`src/rtl/pwm5_pkg.sv`:
```
package pwm5_pkg;

    localparam int NUM_CAR = 4;
    localparam int LVL_W   = 3;

    typedef logic signed [31:0] wide_t;

    typedef enum logic [LVL_W-1:0] {
        LV_NEG2 = 3'd0,
        LV_NEG1 = 3'd1,
        LV_ZERO = 3'd2,
        LV_POS1 = 3'd3,
        LV_POS2 = 3'd4
    } level_e;

    typedef struct packed {
        logic [NUM_CAR-1:0] upper;   // S1..S4, S1 in MSB
        logic [NUM_CAR-1:0] lower;   // S1'..S4'
    } gate_t;

    // Carrier k sits k bands above the bottom carrier, which starts at -2*band.
    function automatic wide_t carrier_of(input int k, input wide_t cnt, input wide_t band);
        return cnt + wide_t'(k) * band - 2 * band;
    endfunction

    // A window of four ones slides right one place per level step down.
    function automatic gate_t pattern_of(input level_e lvl);
        logic [2*NUM_CAR-1:0] p;
        p = 8'h0F << lvl;
        return gate_t'(p);
    endfunction

    function automatic level_e count_above(input logic [NUM_CAR-1:0] above);
        logic [LVL_W-1:0] n;
        n = '0;
        for (int i = 0; i < NUM_CAR; i++) n = n + LVL_W'(above[i]);
        return level_e'(n);
    endfunction

endpackage

```
`src/rtl/pwm5_tri_counter.sv`:
```
module pwm5_tri_counter #(
    parameter int CNT_W = 8
) (
    input  logic             clk,
    input  logic             rst,
    input  logic [CNT_W-1:0] band_i,
    output logic [CNT_W-1:0] cnt_o,
    output logic             up_o,
    output logic             peak_o
);
    logic [CNT_W-1:0] cnt_q;
    logic             up_q;
    logic [CNT_W:0]   cnt_nxt_ext;

    assign cnt_nxt_ext = {1'b0, cnt_q} + {{CNT_W{1'b0}}, 1'b1};

    always_ff @(posedge clk) begin
        if (rst) begin
            cnt_q <= '0;
            up_q  <= 1'b1;
        end else if (up_q) begin
            if (cnt_nxt_ext >= {1'b0, band_i}) up_q <= 1'b0;
            cnt_q <= cnt_q + 1'b1;
        end else begin
            if (cnt_q == CNT_W'(1)) up_q <= 1'b1;
            cnt_q <= cnt_q - 1'b1;
        end
    end

    assign cnt_o  = cnt_q;
    assign up_o   = up_q;
    assign peak_o = (cnt_q == band_i);

    AST_CNT_RISE: assert property (@(posedge clk) disable iff (rst)
        up_q |=> cnt_q == $past(cnt_q) + 1'b1);
    AST_CNT_FALL: assert property (@(posedge clk) disable iff (rst)
        !up_q |=> cnt_q == $past(cnt_q) - 1'b1);

endmodule

```
`src/rtl/pwm5_cmp_bank.sv`:
```
module pwm5_cmp_bank
    import pwm5_pkg::*;
#(
    parameter int CNT_W = 8,
    parameter int REF_W = 12
) (
    input  logic                    clk,
    input  logic                    rst,
    input  logic [CNT_W-1:0]        cnt_i,
    input  logic [CNT_W-1:0]        band_i,
    input  logic                    peak_i,
    input  logic signed [REF_W-1:0] ref_i,
    output level_e                  level_o
);
    logic signed [REF_W-1:0] ref_q;
    level_e                  level_q;
    logic [NUM_CAR-1:0]      above;
    wide_t                   ref_w, cnt_w, band_w;

    assign ref_w  = wide_t'(ref_q);
    assign cnt_w  = wide_t'(cnt_i);
    assign band_w = wide_t'(band_i);

    for (genvar k = 0; k < NUM_CAR; k++) begin : g_car
        wide_t car_w;
        assign car_w    = carrier_of(k, cnt_w, band_w);
        assign above[k] = (ref_w > car_w);
    end

    always_ff @(posedge clk) begin
        if (rst) begin
            ref_q   <= '0;
            level_q <= LV_ZERO;
        end else begin
            if (peak_i) ref_q <= ref_i;
            level_q <= count_above(above);
        end
    end

    assign level_o = level_q;

    AST_REF_HOLD: assert property (@(posedge clk) disable iff (rst)
        !peak_i |=> $stable(ref_q));
    AST_SAT_TOP: assert property (@(posedge clk) disable iff (rst)
        (ref_w > 2 * band_w) |=> level_q == LV_POS2);
    AST_SAT_BOT: assert property (@(posedge clk) disable iff (rst)
        (ref_w <= -2 * band_w) |=> level_q == LV_NEG2);

endmodule

```
`src/rtl/pwm5_leg_decode.sv`:
```
module pwm5_leg_decode
    import pwm5_pkg::*;
(
    input  level_e level_i,
    output gate_t  gate_o
);
    assign gate_o = pattern_of(level_i);
endmodule

```
`src/rtl/pwm5_leg_mod.sv`:
```
module pwm5_leg_mod
    import pwm5_pkg::*;
#(
    parameter int CNT_W = 8,
    parameter int REF_W = 12
) (
    input  logic                    clk,
    input  logic                    rst,
    input  logic [CNT_W-1:0]        band_i,
    input  logic signed [REF_W-1:0] ref_i,
    output logic [7:0]              gate_o,
    output logic [2:0]              level_o
);
    logic [CNT_W-1:0] cnt;
    logic             up;
    logic             peak;
    level_e           level;
    gate_t            gate;

    pwm5_tri_counter #(.CNT_W(CNT_W)) u_cnt (
        .clk(clk), .rst(rst), .band_i(band_i),
        .cnt_o(cnt), .up_o(up), .peak_o(peak)
    );

    pwm5_cmp_bank #(.CNT_W(CNT_W), .REF_W(REF_W)) u_cmp (
        .clk(clk), .rst(rst), .cnt_i(cnt), .band_i(band_i),
        .peak_i(peak), .ref_i(ref_i), .level_o(level)
    );

    pwm5_leg_decode u_dec (.level_i(level), .gate_o(gate));

    assign gate_o  = gate;
    assign level_o = level;

    AST_RESET_MID: assert property (@(posedge clk)
        $past(rst) |-> (level_o == 3'd2 && gate_o == 8'h3C));
    AST_FOUR_ON: assert property (@(posedge clk) disable iff (rst)
        $countones(gate_o) == 4);

endmodule

```
`config.mk`:
```
export PLATFORM = sky130hd
export DESIGN_NAME = pwm5_leg_mod
export DESIGN_NICKNAME = d
export VERILOG_FILES = /design/src/rtl/pwm5_pkg.sv /design/src/rtl/pwm5_tri_counter.sv /design/src/rtl/pwm5_cmp_bank.sv /design/src/rtl/pwm5_leg_decode.sv /design/src/rtl/pwm5_leg_mod.sv
export SDC_FILE = /design/constraint.sdc
export NUM_CORES = 1
export LEC_CHECK = 0
export BUFFER_PORTS_ARGS = -buffer_cell sky130_fd_sc_hd__clkbuf_2
export CORE_ASPECT_RATIO = 0.5
export CORE_UTILIZATION = 25
export DETAILED_ROUTE_END_ITERATION = 8
export GPL_ROUTABILITY_DRIVEN = 0
export PLACE_DENSITY_LB_ADDON = 0.15
export SLEW_MARGIN = 20
export SYNTH_ARGS = -nofsm -noshare
export SYNTH_HDL_FRONTEND = slang
export SYNTH_SLANG_ARGS = --single-unit
```
`constraint.sdc`:
```
create_clock -name clk -period 5.6 [get_ports clk]
set_clock_uncertainty 0.15 [all_clocks]
set_input_delay 0 -clock clk [delete_from_list [all_inputs] [get_ports clk]]
set_output_delay 0 -clock clk [all_outputs]
set_load 0.03 [all_outputs]
```
==> Yosys cells after proc, flatten, opt, wreduce, memory -nomap -nowiden <==
Index checks and enable logic that the tools add are counted.
{ "op_classes": {"n_addsub": 13, "n_mul": 1, "n_div": 0, "order_cmp": 5, "eq_ne": 2, "n_shift": 1, "n_mux": 4, "n_bitwise": 0, "n_reduce_logical": 0} }
{ "op_table": {"columns": ["cell", "count"], "rows": [
  ["$gt 12x32->1", 3],
  ["$sub 32x10->32", 3],
  ["$add 9x32->32", 1],
  ["$gt 12x10->1", 1],
  ["$add 8x9->10", 1],
  ["$mul 2x8->10 const A", 1],
  ["$sub 8x9->10", 1],
  ["$add 8x1->9 const B", 1],
  ["$add 8x8->9", 1],
  ["$ge 9x8->1", 1],
  ["$add 8x1->8 const B", 1],
  ["$eq 8x1->1 const B", 1],
  ["$eq 8x8->1", 1],
  ["$mux 8", 1],
  ["$shl 4x3->8 const A", 1],
  ["$sub 8x1->8 const B", 1],
  ["$add 3x1->3", 2],
  ["$mux 1", 3],
  ["$add 1x1->2", 1]
]} }
{ "word_totals": {"reg_bits": 24, "latchBits": 0, "ramBits": 0, "mem_bits_ro": 0, "input_bits": 22, "output_inout_bits": 11, "elab_cells": 30, "mem_count": 0} }

==> Depth between registers and ports, before layout <==
Gate-level depths: netlist of the first run.
{ "depth": {"depth_word": 6, "mapped_depth": 29, "depth_no_buf": 29} }

==> Hierarchy <==
Synthesis of the first run repeated with hierarchy kept, for this count alone.
{ "hier_totals": {"cells_unflattened": 489, "hier_area_um2": 4122.7} }
{ "modules_own_cells": {"columns": ["mod", "instances", "cells_each", "area_per_inst_um2", "seq_area_each_um2"], "rows": [
  ["pwm5_cmp_bank", 1, 372, 3196.8, 300.3],
  ["pwm5_tri_counter", 1, 107, 859.6, 180.2],
  ["pwm5_leg_decode", 1, 10, 66.3, 0.0]
]} }

==> Least setup slack after synthesis of the first run <==
Ideal clock, no wire load.
{ "synth_timing": {"path_type": "reg2reg", "startpoint": "reg u_cnt.cnt_q[2], in the netlist u_cnt.cnt_o[2]", "endpoint": "reg u_cmp.level_q[1], in the netlist u_cmp.level_o[1]", "setup_time_ns": 0.123, "arrival_ns": 5.097, "t_required_ns": 5.327, "slack_ns": 0.230, "stages_incl_launch_ff": 25, "n_path_buf": 0, "period_less_slack_ns": 5.370, "cell_sequence": "dfxtp_1 -> ha_1 -> nor2b_1 -> o21ai_0 -> nand2b_1 -> a21o_1 -> a21oi_1 -> xnor2_1 -> ha_1 -> o21ai_0 -> a21oi_1 -> o21a_1 -> nor2_1 -> fa_1 -> ha_1 -> nand4_1 -> or4_1 -> o22ai_1 -> nor2_1 -> ha_1 -> inv_1 -> fa_1 -> inv_1 -> ha_1 -> or2_2"} }
{ "synth_via": {"elab_chain_len": 6, "word_cells_on_any_way": 14, "classes_between": "10 x add/sub; 4 x order compare"} }
{ "synth_rtl": {"columns": ["element", "line", "source"], "rows": [
  ["from (decl)", "pwm5_tri_counter.sv:11", "logic [CNT_W-1:0] cnt_q;"],
  ["from (signal assigned)", "pwm5_tri_counter.sv:23", "cnt_q <= cnt_q + 1'b1;"],
  ["from (signal assigned)", "pwm5_tri_counter.sv:26", "cnt_q <= cnt_q - 1'b1;"],
  ["$add 8x8->9", "pwm5_pkg.sv:23", "return cnt + wide_t'(k) * band - 2 * band;"],
  ["$sub 32x10->32", "pwm5_pkg.sv:23", null],
  ["$gt 12x32->1", "pwm5_cmp_bank.sv:27", "assign above[k] = (ref_w > car_w);"],
  ["$add 1x1->2", "pwm5_pkg.sv:36", "for (int i = 0; i < NUM_CAR; i++) n = n + LVL_W'(above[i]);"],
  ["$add 3x1->3", "pwm5_pkg.sv:36", null],
  ["$add 3x1->3 *", "pwm5_pkg.sv:36", null],
  ["to (signal assigned)", "pwm5_cmp_bank.sv:36", "level_q <= count_above(above);"],
  ["to (decl)", "pwm5_cmp_bank.sv:16", "level_e level_q;"]
]} }
Mark *: on every way between the ends. The rest lies on a longest branch, timed or not.
A chain may end at the register's enable or synchronous reset.

==> Final worst setup path of the first run <==
{ "layout_timing": {"startpoint": "reg u_cnt.cnt_q[0], in the netlist u_cnt.cnt_o[0]", "endpoint": "reg u_cmp.level_q[1], in the netlist u_cmp.level_o[1]"} }
The elaborated chain is that of the path after synthesis.

==> run_summary.xml, run 1 <==
<?xml version="1.0" encoding="UTF-8"?>
<metrics>
  <group name="status">
    <metric name="outcome" unit="">completed</metric>
  </group>
  <group name="die">
    <metric name="die_h" unit="um">105</metric>
    <metric name="std_cell_rows" unit="">37</metric>
    <metric name="starting_density_of_the_core" unit="%">25.6</metric>
    <metric name="core-area" unit="sq um">20600</metric>
    <metric name="floorplan.die.width" unit="um">207</metric>
    <metric name="design.die.area" unit="sq um">21600</metric>
    <metric name="ios" unit="">33</metric>
  </group>
  <group name="cts">
    <metric name="clk_tree_root_cell" unit="">sky130_fd_sc_hd__clkbuf_16</metric>
    <metric name="tritoncts.num_buffers" unit="">3</metric>
    <metric name="ctsLongestPathBuffers" unit="">2</metric>
    <metric name="clock_latency_late_sink" unit="ps">270</metric>
    <metric name="tritoncts" unit="">built</metric>
    <metric name="htreeDepth" unit="">1</metric>
    <metric name="tritoncts_num_sinks" unit="">24</metric>
    <metric name="clk_pin_slew" unit="ps">70</metric>
  </group>
  <group name="drt">
    <metric name="wl_met1" unit="um">8360</metric>
    <metric name="wl_per_cell" unit="um">15.9</metric>
    <metric name="drc" unit="">0</metric>
    <metric name="drt_first_pass_iters" unit="">4</metric>
    <metric name="routed-via-count" unit="">4610</metric>
    <metric name="drt_iter0_markers" unit="">186</metric>
    <metric name="drt-vias-per-instance" unit="">4.71</metric>
    <metric name="amount_of_wire_on_met3_after_detailed_routing" unit="um">360</metric>
    <metric name="routed.top_layer" unit="">met4</metric>
    <metric name="postRouteWirelength" unit="um">15600</metric>
    <metric name="dr_wl_met2" unit="um">6770</metric>
    <metric name="drtAntennaViolNets" unit="">0</metric>
  </group>
  <group name="synth">
    <metric name="cells_after_synthesis" unit="">634</metric>
    <metric name="post_synth_instance_area" unit="sq um">5250</metric>
    <metric name="postSynthNetCount" unit="">809</metric>
    <metric name="synthDistinctLibCells" unit="">57</metric>
    <metric name="synth_async_sr_flop_share" unit="%">0</metric>
    <metric name="synth_edf_count" unit="">0</metric>
    <metric name="synth.yosys.seq_area_share" unit="%">9.15</metric>
    <metric name="ys_dominant_reg_cell" unit="">sky130_fd_sc_hd__dfxtp_1</metric>
    <metric name="postSynthAreaPerCell" unit="sq um">8.29</metric>
    <metric name="synthesized_flop_and_latch_total" unit="">24</metric>
    <metric name="ys_warn_count" unit="">0</metric>
  </group>
  <group name="place">
    <metric name="post-place-cells" unit="">957</metric>
    <metric name="port-buffer-count" unit="">32</metric>
    <metric name="dp_hpwl" unit="um">13200</metric>
    <metric name="placed_cell_area" unit="sq um">5910</metric>
  </group>
  <group name="finish">
    <metric name="layout_commonest_cell" unit="">sky130_fd_sc_hd__ha_1</metric>
    <metric name="layout_overhead_on_the_synthesized_area" unit="%">19.3</metric>
    <metric name="design_area" unit="sq um">6270</metric>
    <metric name="final_layout_size_suffix_gt1_share" unit="%">15.4</metric>
    <metric name="insertedDiodeCount" unit="">0</metric>
    <metric name="num-nets-final" unit="">882</metric>
    <metric name="most-common-layout-cells" unit="">sky130_fd_sc_hd__ha_1 (139), sky130_fd_sc_hd__nor2_1 (59), sky130_fd_sc_hd__inv_1 (44)</metric>
    <metric name="final_cells" unit="">979</metric>
  </group>
  <group name="setup_path">
    <metric name="crit_path_max_fanout" unit="">3</metric>
    <metric name="crit_required" unit="ps">5610</metric>
    <metric name="timing.critical_path.arrival" unit="ps">5300</metric>
    <metric name="crit_type" unit="">reg2reg</metric>
    <metric name="timing.critical_path.from_type" unit="">register</metric>
    <metric name="critical_path.endpoint_type" unit="">register</metric>
  </group>
  <group name="global_route">
    <metric name="vias_in_the_first_global_route" unit="">4360</metric>
    <metric name="grt_antenna_before_repair" unit="">0</metric>
    <metric name="globalRoute.totalOverflow" unit="">0</metric>
    <metric name="grt_max_degree" unit="">28</metric>
    <metric name="grt_use_total" unit="%">14.5</metric>
    <metric name="grt_pass1_wl" unit="um">24500</metric>
  </group>
  <group name="sta">
    <metric name="final-max-slew-violation-count" unit="">0</metric>
    <metric name="hold_viol" unit="">0</metric>
    <metric name="max_slew_margin" unit="%">47.7</metric>
    <metric name="measured_slew_at_the_worst_slew_check_pin" unit="ps">783</metric>
    <metric name="top_achievable_clock_speed" unit="MHz">189</metric>
    <metric name="setup-violations-final" unit="">0</metric>
    <metric name="final.period_utilization" unit="%">94.5</metric>
    <metric name="layout_min_cycle_time" unit="ps">5290</metric>
    <metric name="totalNegativeSetupSlack" unit="ps">0</metric>
  </group>
  <group name="power_and_ir_drop">
    <metric name="power.ir.vdd_worst" unit="mV">0.118</metric>
    <metric name="leakagePower" unit="nW">3.21</metric>
    <metric name="power_density" unit="nW/um^2">188</metric>
  </group>
  <group name="hold_path">
    <metric name="min-delay-path-class" unit="">in2reg</metric>
  </group>
  <group name="run">
    <metric name="maxCapViolCount" unit="">0</metric>
  </group>
</metrics>
## logic make-up (layout without fill, tap and decap cells)
logic type | count (synthesis) | count (layout) | synth area share (%)
AO/OA/AOI/OAI | 165 | 165 | 20.7
XOR/XNOR | 55 | 55 | 9.17
adder cells (fa/ha/maj) | 153 | 153 | 38.3
buffers and inverters | 55 | 127 | 4.07
flip-flops | 24 | 24 | 9.15
multiplexers | 16 | 16 | 3.14
AND/OR/NAND/NOR | 166 | 166 | 15.4
## critical path, cell delays in order, from the launching register on
cell and delay, ps:
sky130_fd_sc_hd__dfxtp_2 350, sky130_fd_sc_hd__ha_4 140, sky130_fd_sc_hd__inv_2 50, sky130_fd_sc_hd__fa_2 370
sky130_fd_sc_hd__nor2b_1 120, sky130_fd_sc_hd__o21ai_1 70, sky130_fd_sc_hd__nand2b_1 100, sky130_fd_sc_hd__a21o_1 130
sky130_fd_sc_hd__a21oi_2 70, sky130_fd_sc_hd__xnor2_1 140, sky130_fd_sc_hd__ha_1 350, sky130_fd_sc_hd__o21ai_2 80
sky130_fd_sc_hd__a21oi_2 50, sky130_fd_sc_hd__o21a_1 200, sky130_fd_sc_hd__nor2_2 120, sky130_fd_sc_hd__fa_1 430
sky130_fd_sc_hd__ha_1 280, sky130_fd_sc_hd__nand4_1 90, sky130_fd_sc_hd__or4_4 500, sky130_fd_sc_hd__o22ai_2 100
sky130_fd_sc_hd__nor2_1 60, sky130_fd_sc_hd__ha_1 270, sky130_fd_sc_hd__inv_1 50, sky130_fd_sc_hd__fa_1 380
sky130_fd_sc_hd__inv_1 60, sky130_fd_sc_hd__ha_1 210, sky130_fd_sc_hd__or2_2 260
## area by class of cell
type | instances | area [sq um]
fill | 2257 | 14300
multi-input combinational | 555 | 4650
timing repair buffer | 76 | 527
sequential | 24 | 485
tap | 273 | 342
inverter | 47 | 176
clock buffer | 4 | 88.8
## path summary, 6_finish.rpt
path / slack, ps / start / to / depth (start not counted)
setup reg to reg: 310 / u_cnt.cnt_o[0] / u_cmp.level_o[1] / 26
hold / removal: 150 / rst / u_cmp.ref_q[2] / 2
setup / recovery: 310 / u_cnt.cnt_o[0] / u_cmp.level_o[1] / 26
hold reg to reg: 350 / u_cmp.ref_q[0] / u_cmp.ref_q[0] / 2
## metrics by stage
step           utilization [%]  hold slack (ps)  setup WS [ps]  total power [mW]
2_1_floorplan                -            -78.4            230             0.769
3_3_place_gp              28.8             81.6           -120             0.973
3_5_place_dp              28.8             89.2           -204             0.976
4_1_cts                   29.8              143           14.4              1.17
5_1_grt                   30.5              187          -49.2              1.30
6_report                  30.5              146            308              1.18
## metal layers
| metal | vias to the layer above | GRT usage (%) |
|---|---|---|
| met1 | 2128 | 21.3 |
| met5 | - | 0 |
| li1 | 2440 | - |
| met4 | 0 | 1.07 |
| met2 | 36 | 23.4 |
| met3 | 6 | 1.69 |
## power breakdown
group / internal, mW / total, mW / switching (mW) / leakage (nW)
Sequential: 0.180 / 0.196 / 0.0155 / 0.196
Clock: 0.110 / 0.180 / 0.0701 / 0.0442
Combinational: 0.342 / 0.802 / 0.460 / 2.97
Total: 0.632 / 1.18 / 0.546 / 3.21
## state kept, by name (all words and copies together), names as in the netlist
register and cells:
u_cnt.up_o 1, u_cmp.level_o 3, u_cmp.ref_q 12, u_cnt.cnt_o 8
## cell usage after synthesis (7+ instances only)
master	number	share of area [%]
sky130_fd_sc_hd__ha_1	140	33
sky130_fd_sc_hd__nor2_1	62	4.4
sky130_fd_sc_hd__a21oi_1	47	4.5
sky130_fd_sc_hd__inv_1	46	3.3
sky130_fd_sc_hd__o21ai_0	34	3.2
sky130_fd_sc_hd__xnor2_1	31	5.2
sky130_fd_sc_hd__dfxtp_1	24	9.1
sky130_fd_sc_hd__xor2_1	24	4.0
sky130_fd_sc_hd__nand2_1	21	1.5
sky130_fd_sc_hd__a21o_1	19	2.7
sky130_fd_sc_hd__nor2b_1	16	1.9
sky130_fd_sc_hd__mux2i_1	15	2.9
sky130_fd_sc_hd__nand4_1	15	1.8
sky130_fd_sc_hd__nand3_1	14	1.3
sky130_fd_sc_hd__fa_1	13	5.0
sky130_fd_sc_hd__nor3_1	8	0.76
sky130_fd_sc_hd__o21a_1	8	1.1
sky130_fd_sc_hd__nand2b_1	7	0.83
## timing repair
item / in CTS / in global routing
endpoints found under the hold margin: 12 / 0
gates resized for setup: 1 / 38
endpoints found under the setup margin: 1 / 3
setup buffers: 0 / 6
hold buffers: 12 / 0
pin swaps: 0 / 12
Note: power is estimated with default switching activity, not from simulation.
==> run 2, diff against run 1 <==
GPL_TIMING_DRIVEN = 0   (was not set)
PLACE_DENSITY = 0.41   (was not set)
PLACE_DENSITY_LB_ADDON = not set   (was 0.15)
==> run 2 against run 1 <==
  * Die area stayed put
  * Setup slack worse by 49 ps
  * Count of clock-buffer cells in the layout is 1 lower
  * First-iteration DRC count is 8.1% higher
  * Routed wire length is 1.2% lower
  * Critical endpoint unchanged
  * Hold slack better by 190 ps
  * Critical path depth stayed put
  * Cell count is 0.51% lower
==> run_summary.xml, run 2 (synthesized netlist as in run 1, its figures left out) <==
<?xml version="1.0" encoding="UTF-8"?>
<metrics>
  <group name="cts">
    <metric name="clock_latency_late_sink" unit="ps">280</metric>
    <metric name="clk_pin_slew" unit="ps">80</metric>
    <metric name="tritoncts.num_buffers" unit="">3</metric>
    <metric name="ctsLongestPathBuffers" unit="">2</metric>
    <metric name="tritoncts_num_sinks" unit="">24</metric>
    <metric name="htreeDepth" unit="">1</metric>
    <metric name="tritoncts" unit="">built</metric>
    <metric name="clk_tree_root_cell" unit="">sky130_fd_sc_hd__clkbuf_16</metric>
  </group>
  <group name="drt">
    <metric name="postRouteWirelength" unit="um">15400</metric>
    <metric name="drt_iter0_markers" unit="">201</metric>
    <metric name="drc" unit="">0</metric>
    <metric name="wl_per_cell" unit="um">15.8</metric>
    <metric name="routed-via-count" unit="">4624</metric>
    <metric name="drtAntennaViolNets" unit="">0</metric>
    <metric name="drt-vias-per-instance" unit="">4.75</metric>
    <metric name="drt_first_pass_iters" unit="">4</metric>
  </group>
  <group name="sta">
    <metric name="totalNegativeSetupSlack" unit="ps">0</metric>
    <metric name="measured_slew_at_the_worst_slew_check_pin" unit="ps">840</metric>
    <metric name="layout_min_cycle_time" unit="ps">5340</metric>
    <metric name="final-max-slew-violation-count" unit="">0</metric>
    <metric name="hold_viol" unit="">0</metric>
    <metric name="timing.final.ws_setup" unit="ps">259</metric>
    <metric name="top_achievable_clock_speed" unit="MHz">187</metric>
    <metric name="final.hold.worst_slack" unit="ps">337</metric>
    <metric name="final.period_utilization" unit="%">95.4</metric>
    <metric name="max_slew_margin" unit="%">44.0</metric>
    <metric name="setup-violations-final" unit="">0</metric>
    <metric name="rsz0062_at_grt" unit="">no</metric>
  </group>
  <group name="die">
    <metric name="starting_density_of_the_core" unit="%">25.6</metric>
    <metric name="design.die.area" unit="sq um">21600</metric>
    <metric name="core-area" unit="sq um">20600</metric>
    <metric name="floorplan.die.width" unit="um">207</metric>
    <metric name="std_cell_rows" unit="">37</metric>
    <metric name="ios" unit="">33</metric>
    <metric name="die_h" unit="um">105</metric>
  </group>
  <group name="finish">
    <metric name="insertedDiodeCount" unit="">0</metric>
    <metric name="largest_register_ff_count" unit="">12</metric>
    <metric name="most_flop_heavy_register" unit="">u_cmp.ref_q</metric>
    <metric name="most-common-layout-cells" unit="">sky130_fd_sc_hd__ha_1 (137), sky130_fd_sc_hd__nor2_1 (59), sky130_fd_sc_hd__inv_1 (42)</metric>
    <metric name="layout_commonest_cell" unit="">sky130_fd_sc_hd__ha_1</metric>
    <metric name="layout_overhead_on_the_synthesized_area" unit="%">19.8</metric>
    <metric name="num-nets-final" unit="">877</metric>
    <metric name="fillers" unit="">2232</metric>
    <metric name="design_area" unit="sq um">6300</metric>
    <metric name="final_layout_size_suffix_gt1_share" unit="%">15.4</metric>
  </group>
  <group name="global_route">
    <metric name="globalRoute.totalOverflow" unit="">0</metric>
    <metric name="grt_max_degree" unit="">28</metric>
    <metric name="grt_antenna_before_repair" unit="">0</metric>
    <metric name="grt_use_total" unit="%">14.5</metric>
    <metric name="vias_in_the_first_global_route" unit="">4431</metric>
    <metric name="grt_pass1_wl" unit="um">24400</metric>
  </group>
  <group name="setup_path">
    <metric name="timing.critical_path.arrival" unit="ps">5350</metric>
    <metric name="crit-reg2reg-launch" unit="">u_cnt.cnt_o[0]</metric>
    <metric name="timing.critical_path.from_type" unit="">register</metric>
    <metric name="crit_required" unit="ps">5610</metric>
    <metric name="timing.reg2reg.setup_slack" unit="ps">260</metric>
    <metric name="endpoint" unit="">u_cmp.level_o[1]</metric>
    <metric name="worst_r2r_path_depth" unit="">26</metric>
    <metric name="slowest_delay" unit="ps">510</metric>
    <metric name="critical_path.endpoint_type" unit="">register</metric>
    <metric name="worst_r2r_endpoint" unit="">u_cmp.level_o[1]</metric>
    <metric name="startpoint" unit="">u_cnt.cnt_o[0]</metric>
    <metric name="crit_path_max_fanout" unit="">3</metric>
    <metric name="critical_path.most_common_cell" unit="">sky130_fd_sc_hd__ha_1</metric>
    <metric name="cell_with_the_biggest_individual_delay_on_the_critical_path" unit="">sky130_fd_sc_hd__or4_1</metric>
    <metric name="crit_type" unit="">reg2reg</metric>
  </group>
  <group name="place">
    <metric name="port-buffer-count" unit="">32</metric>
    <metric name="dp_hpwl" unit="um">12600</metric>
    <metric name="placed_cell_area" unit="sq um">5760</metric>
    <metric name="place_worst_setup_slack" unit="ps">-678</metric>
  </group>
  <group name="hold_path">
    <metric name="min-delay-path-class" unit="">in2reg</metric>
  </group>
  <group name="power_and_ir_drop">
    <metric name="leakagePower" unit="nW">3.17</metric>
    <metric name="power_density" unit="nW/um^2">192</metric>
    <metric name="design_power_total" unit="mW">1.21</metric>
    <metric name="power.ir.vdd_worst" unit="mV">0.103</metric>
  </group>
  <group name="run">
    <metric name="maxCapViolCount" unit="">0</metric>
  </group>
  <group name="status">
    <metric name="outcome" unit="">completed</metric>
  </group>
</metrics>
run 2: timing repair:
item | in CTS | in global routing
setup buffers | 8 | 9
endpoints found under the hold margin | 13 | 0
pin swaps | 2 | 20
endpoints found under the setup margin | 3 | 3
hold buffers | 14 | 0
resized for setup | 16 | 44
run 2: final cells by class:
class	count	area, sq um	share of cell area (%)
Clock inverter	1	30.0	0.477
Tap cell	273	342	5.43
Timing Repair Buffer	63	437	6.94
Inverter	47	188	2.98
Sequential cell	24	498	7.91
Buffer	8	37.5	0.596
Multi-Input combinational cell	555	4690	74.5
Clock buffer	3	75.1	1.19
run 2: worst max-delay path, delay by kind of cell (launching register included):
kind / cells / cell delay, ps
fa+ha+maj: 8 / 2190
simple gates: 7 / 1210
compound gates: 7 / 1000
flops: 1 / 360
buf+inv: 3 / 180
xor+xnor: 1 / 140
run 2: worst min path at each step:
stage | from | endpoint | cells past startpoint
detailed placement | ref_i[3] | u_cmp.ref_q[3] | 3
global route | ref_i[4] | u_cmp.ref_q[4] | 4
CTS | ref_i[4] | u_cmp.ref_q[4] | 4
global placement | ref_i[4] | u_cmp.ref_q[4] | 3
floorplan | rst | u_cmp.level_o[2] | 1
finish | ref_i[4] | u_cmp.ref_q[4] | 4
run 2: routing by layer:
| metal | vias up | wire, um | global-route usage [%] |
|---|---|---|---|
| met5 | - | 0 | 0 |
| met4 | 0 | 96 | 1.44 |
| met1 | 2128 | 8420 | 20.9 |
| met3 | 8 | 283 | 1.69 |
| met2 | 46 | 6580 | 23.6 |
| li1 | 2442 | - | - |
run 2: stage by stage:
step	util, %	instances
floorplan	-	634
global placement	28.0	939
detailed placement	28.0	939
CTS	29.7	965
global route	30.6	974
finish	30.6	974
run 2: power breakdown:
part	internal, mW	leakage, nW	switching (mW)	total, mW
clock	0.143	0.0511	0.0769	0.220
sequential	0.180	0.199	0.0172	0.197
combinational	0.340	2.92	0.455	0.795
total	0.663	3.17	0.549	1.21
==> run 3, diff against run 2 <==
CORE_ASPECT_RATIO = not set   (was 0.5)
SLEW_MARGIN = not set   (was 20)
==> run 3 against run 2 <==
  * Die area shrank 0.16%
  * Combinational power grew 1%
  * Final area shrank 0.68%
  * Cell count shrank 0.31%
==> run_summary.xml, run 3 (synthesized netlist as in run 1, its figures left out) <==
<?xml version="1.0" encoding="UTF-8"?>
<metrics>
  <group name="power_and_ir_drop">
    <metric name="design_power_total" unit="mW">1.18</metric>
    <metric name="power.ir.vdd_worst" unit="mV">0.0771</metric>
    <metric name="share_seq_of_total_power" unit="%">16.4</metric>
    <metric name="switching_share" unit="%">46.5</metric>
    <metric name="internal_power" unit="mW">0.633</metric>
    <metric name="power_density" unit="nW/um^2">189</metric>
    <metric name="leakagePower" unit="nW">3.15</metric>
    <metric name="net-switching-power" unit="mW">0.551</metric>
    <metric name="comb_power_share" unit="%">67.8</metric>
    <metric name="power_frac_clock" unit="%">15.8</metric>
  </group>
  <group name="sta">
    <metric name="max_slew_margin" unit="%">25.8</metric>
    <metric name="setup-violations-final" unit="">0</metric>
    <metric name="top_achievable_clock_speed" unit="MHz">188</metric>
    <metric name="final.period_utilization" unit="%">95.0</metric>
    <metric name="rsz0062_at_grt" unit="">yes</metric>
    <metric name="final-max-slew-violation-count" unit="">0</metric>
    <metric name="layout_min_cycle_time" unit="ps">5320</metric>
    <metric name="measured_slew_at_the_worst_slew_check_pin" unit="ps">1110</metric>
    <metric name="final.hold.worst_slack" unit="ps">320</metric>
    <metric name="hold_viol" unit="">0</metric>
    <metric name="timing.final.ws_setup" unit="ps">280</metric>
  </group>
  <group name="finish">
    <metric name="fillers" unit="">2208</metric>
    <metric name="seq_area" unit="sq um">497</metric>
    <metric name="layout_commonest_cell" unit="">sky130_fd_sc_hd__ha_1</metric>
    <metric name="final_cells" unit="">971</metric>
    <metric name="largest_register_ff_count" unit="">12</metric>
    <metric name="insertedDiodeCount" unit="">0</metric>
    <metric name="layout_overhead_on_the_synthesized_area" unit="%">19.0</metric>
    <metric name="final_layout_size_suffix_gt1_share" unit="%">14.7</metric>
    <metric name="area_taken_by_multi_input_logic_gates" unit="sq um">4660</metric>
    <metric name="num-nets-final" unit="">877</metric>
    <metric name="most_flop_heavy_register" unit="">u_cmp.ref_q</metric>
    <metric name="most-common-layout-cells" unit="">sky130_fd_sc_hd__ha_1 (137), sky130_fd_sc_hd__nor2_1 (60), sky130_fd_sc_hd__a21oi_1 (42)</metric>
  </group>
  <group name="die">
    <metric name="core-area" unit="sq um">20400</metric>
    <metric name="ios" unit="">33</metric>
    <metric name="design.die.area" unit="sq um">21600</metric>
    <metric name="die_h" unit="um">147</metric>
    <metric name="floorplan.die.width" unit="um">147</metric>
    <metric name="starting_density_of_the_core" unit="%">25.7</metric>
    <metric name="std_cell_rows" unit="">52</metric>
  </group>
  <group name="drt">
    <metric name="drt-vias-per-instance" unit="">4.80</metric>
    <metric name="wl_per_cell" unit="um">15.8</metric>
    <metric name="postRouteWirelength" unit="um">15300</metric>
    <metric name="drtAntennaViolNets" unit="">0</metric>
    <metric name="drt_iter0_markers" unit="">167</metric>
    <metric name="routed-via-count" unit="">4660</metric>
    <metric name="drc" unit="">0</metric>
    <metric name="drt_first_pass_iters" unit="">5</metric>
  </group>
  <group name="hold_path">
    <metric name="min-delay-path-class" unit="">in2reg</metric>
  </group>
  <group name="global_route">
    <metric name="grt_max_degree" unit="">28</metric>
    <metric name="grt_use_total" unit="%">14.2</metric>
    <metric name="grt_pass1_wl" unit="um">23800</metric>
    <metric name="globalRoute.totalOverflow" unit="">0</metric>
    <metric name="vias_in_the_first_global_route" unit="">4460</metric>
    <metric name="grt_antenna_before_repair" unit="">0</metric>
  </group>
  <group name="setup_path">
    <metric name="timing.critical_path.arrival" unit="ps">5330</metric>
    <metric name="slowest_delay" unit="ps">530</metric>
    <metric name="critical_path.endpoint_type" unit="">register</metric>
    <metric name="crit_required" unit="ps">5610</metric>
    <metric name="crit_type" unit="">reg2reg</metric>
    <metric name="critical_path.most_common_cell" unit="">sky130_fd_sc_hd__ha_1</metric>
    <metric name="cell_with_the_biggest_individual_delay_on_the_critical_path" unit="">sky130_fd_sc_hd__or4_1</metric>
    <metric name="timing.critical_path.from_type" unit="">register</metric>
    <metric name="cp_cell_sequence" unit="">ha_1, a21o_1, a21oi_2, o21ai_0, o41ai_1, xnor2_1, ha_1, o21a_1, nor2_2, fa_1, ha_1, nand4_1, or4_1, o22ai_1, nor2_1, ha_1, inv_2, fa_2, inv_2, ha_4, or2_4</metric>
    <metric name="crit_path_max_fanout" unit="">4</metric>
  </group>
  <group name="place">
    <metric name="dp_hpwl" unit="um">12800</metric>
    <metric name="place_worst_setup_slack" unit="ps">-800</metric>
    <metric name="post-place-cells" unit="">936</metric>
    <metric name="port-buffer-count" unit="">32</metric>
  </group>
  <group name="cts">
    <metric name="ctsLongestPathBuffers" unit="">2</metric>
    <metric name="tritoncts" unit="">built</metric>
    <metric name="clock_latency_late_sink" unit="ps">280</metric>
    <metric name="htreeDepth" unit="">1</metric>
    <metric name="clk_pin_slew" unit="ps">80</metric>
    <metric name="clk_tree_root_cell" unit="">sky130_fd_sc_hd__clkbuf_16</metric>
    <metric name="tritoncts.num_buffers" unit="">3</metric>
    <metric name="tritoncts_num_sinks" unit="">24</metric>
  </group>
  <group name="run">
    <metric name="maxCapViolCount" unit="">0</metric>
  </group>
  <group name="status">
    <metric name="outcome" unit="">completed</metric>
  </group>
</metrics>
-- run 3: repair_timing --
action                                  CTS  global route
pin swaps                                 1            21
resized for setup                        16            38
endpoints found under the hold margin    14             0
endpoints found under the setup margin    3             3
hold buffers                             14             0
setup buffers                             7            10
-- run 3: final timing paths --
check             slack (ps)               end            from  cells past startpoint
setup / recovery         280  u_cmp.level_o[1]  u_cnt.cnt_o[1]                     21
hold / removal           320    u_cmp.ref_q[6]       band_i[0]                      6
setup reg to reg         280  u_cmp.level_o[1]  u_cnt.cnt_o[1]                     21
hold reg to reg          350    u_cmp.ref_q[0]  u_cmp.ref_q[0]                      2
-- run 3: cell type report --
class | count | share of cell area [%]
multi-input combinational | 555 | 74.6
sequential | 24 | 7.94
timing repair buffer | 63 | 7.02
tap | 270 | 5.40
inverter | 47 | 3.04
clock buffer | 4 | 1.42
buffer | 8 | 0.600
-- run 3: power by group through the flow --
stage	Combinational [mW]	Sequential [mW]	Clock, mW
finish	0.803	0.195	0.187
global route	0.901	0.197	0.198
CTS	0.774	0.197	0.193
detailed placement	0.749	0.201	0
global placement	0.740	0.201	0
floorplan	0.561	0.208	0
-- run 3: through the flow --
step,setup TNS [ps],area (sq um),util [%]
floorplan,0,5250,-
global placement,-1990,5750,28.2
detailed placement,-1940,5750,28.2
CTS,0,6070,29.7
global route,-13.8,6250,30.6
finish,0,6250,30.6
-- run 3: worst max-delay path, delay by kind of cell, from the launching register on --
kind | cells | cell delay (ps)
fa+ha+maj | 7 | 2150
compound gates | 6 | 1190
simple gates | 5 | 1050
flops | 1 | 370
xor+xnor | 1 | 190
buf+inv | 2 | 110
-- run 3: per-layer routing --
layer	up-vias	global-route usage [%]	part of all wire, %
li1	2436	-	-
met1	2134	18.9	49
met2	67	23.7	46
met3	23	1.80	3.0
met4	0	4.12	1.9
met5	-	0	0
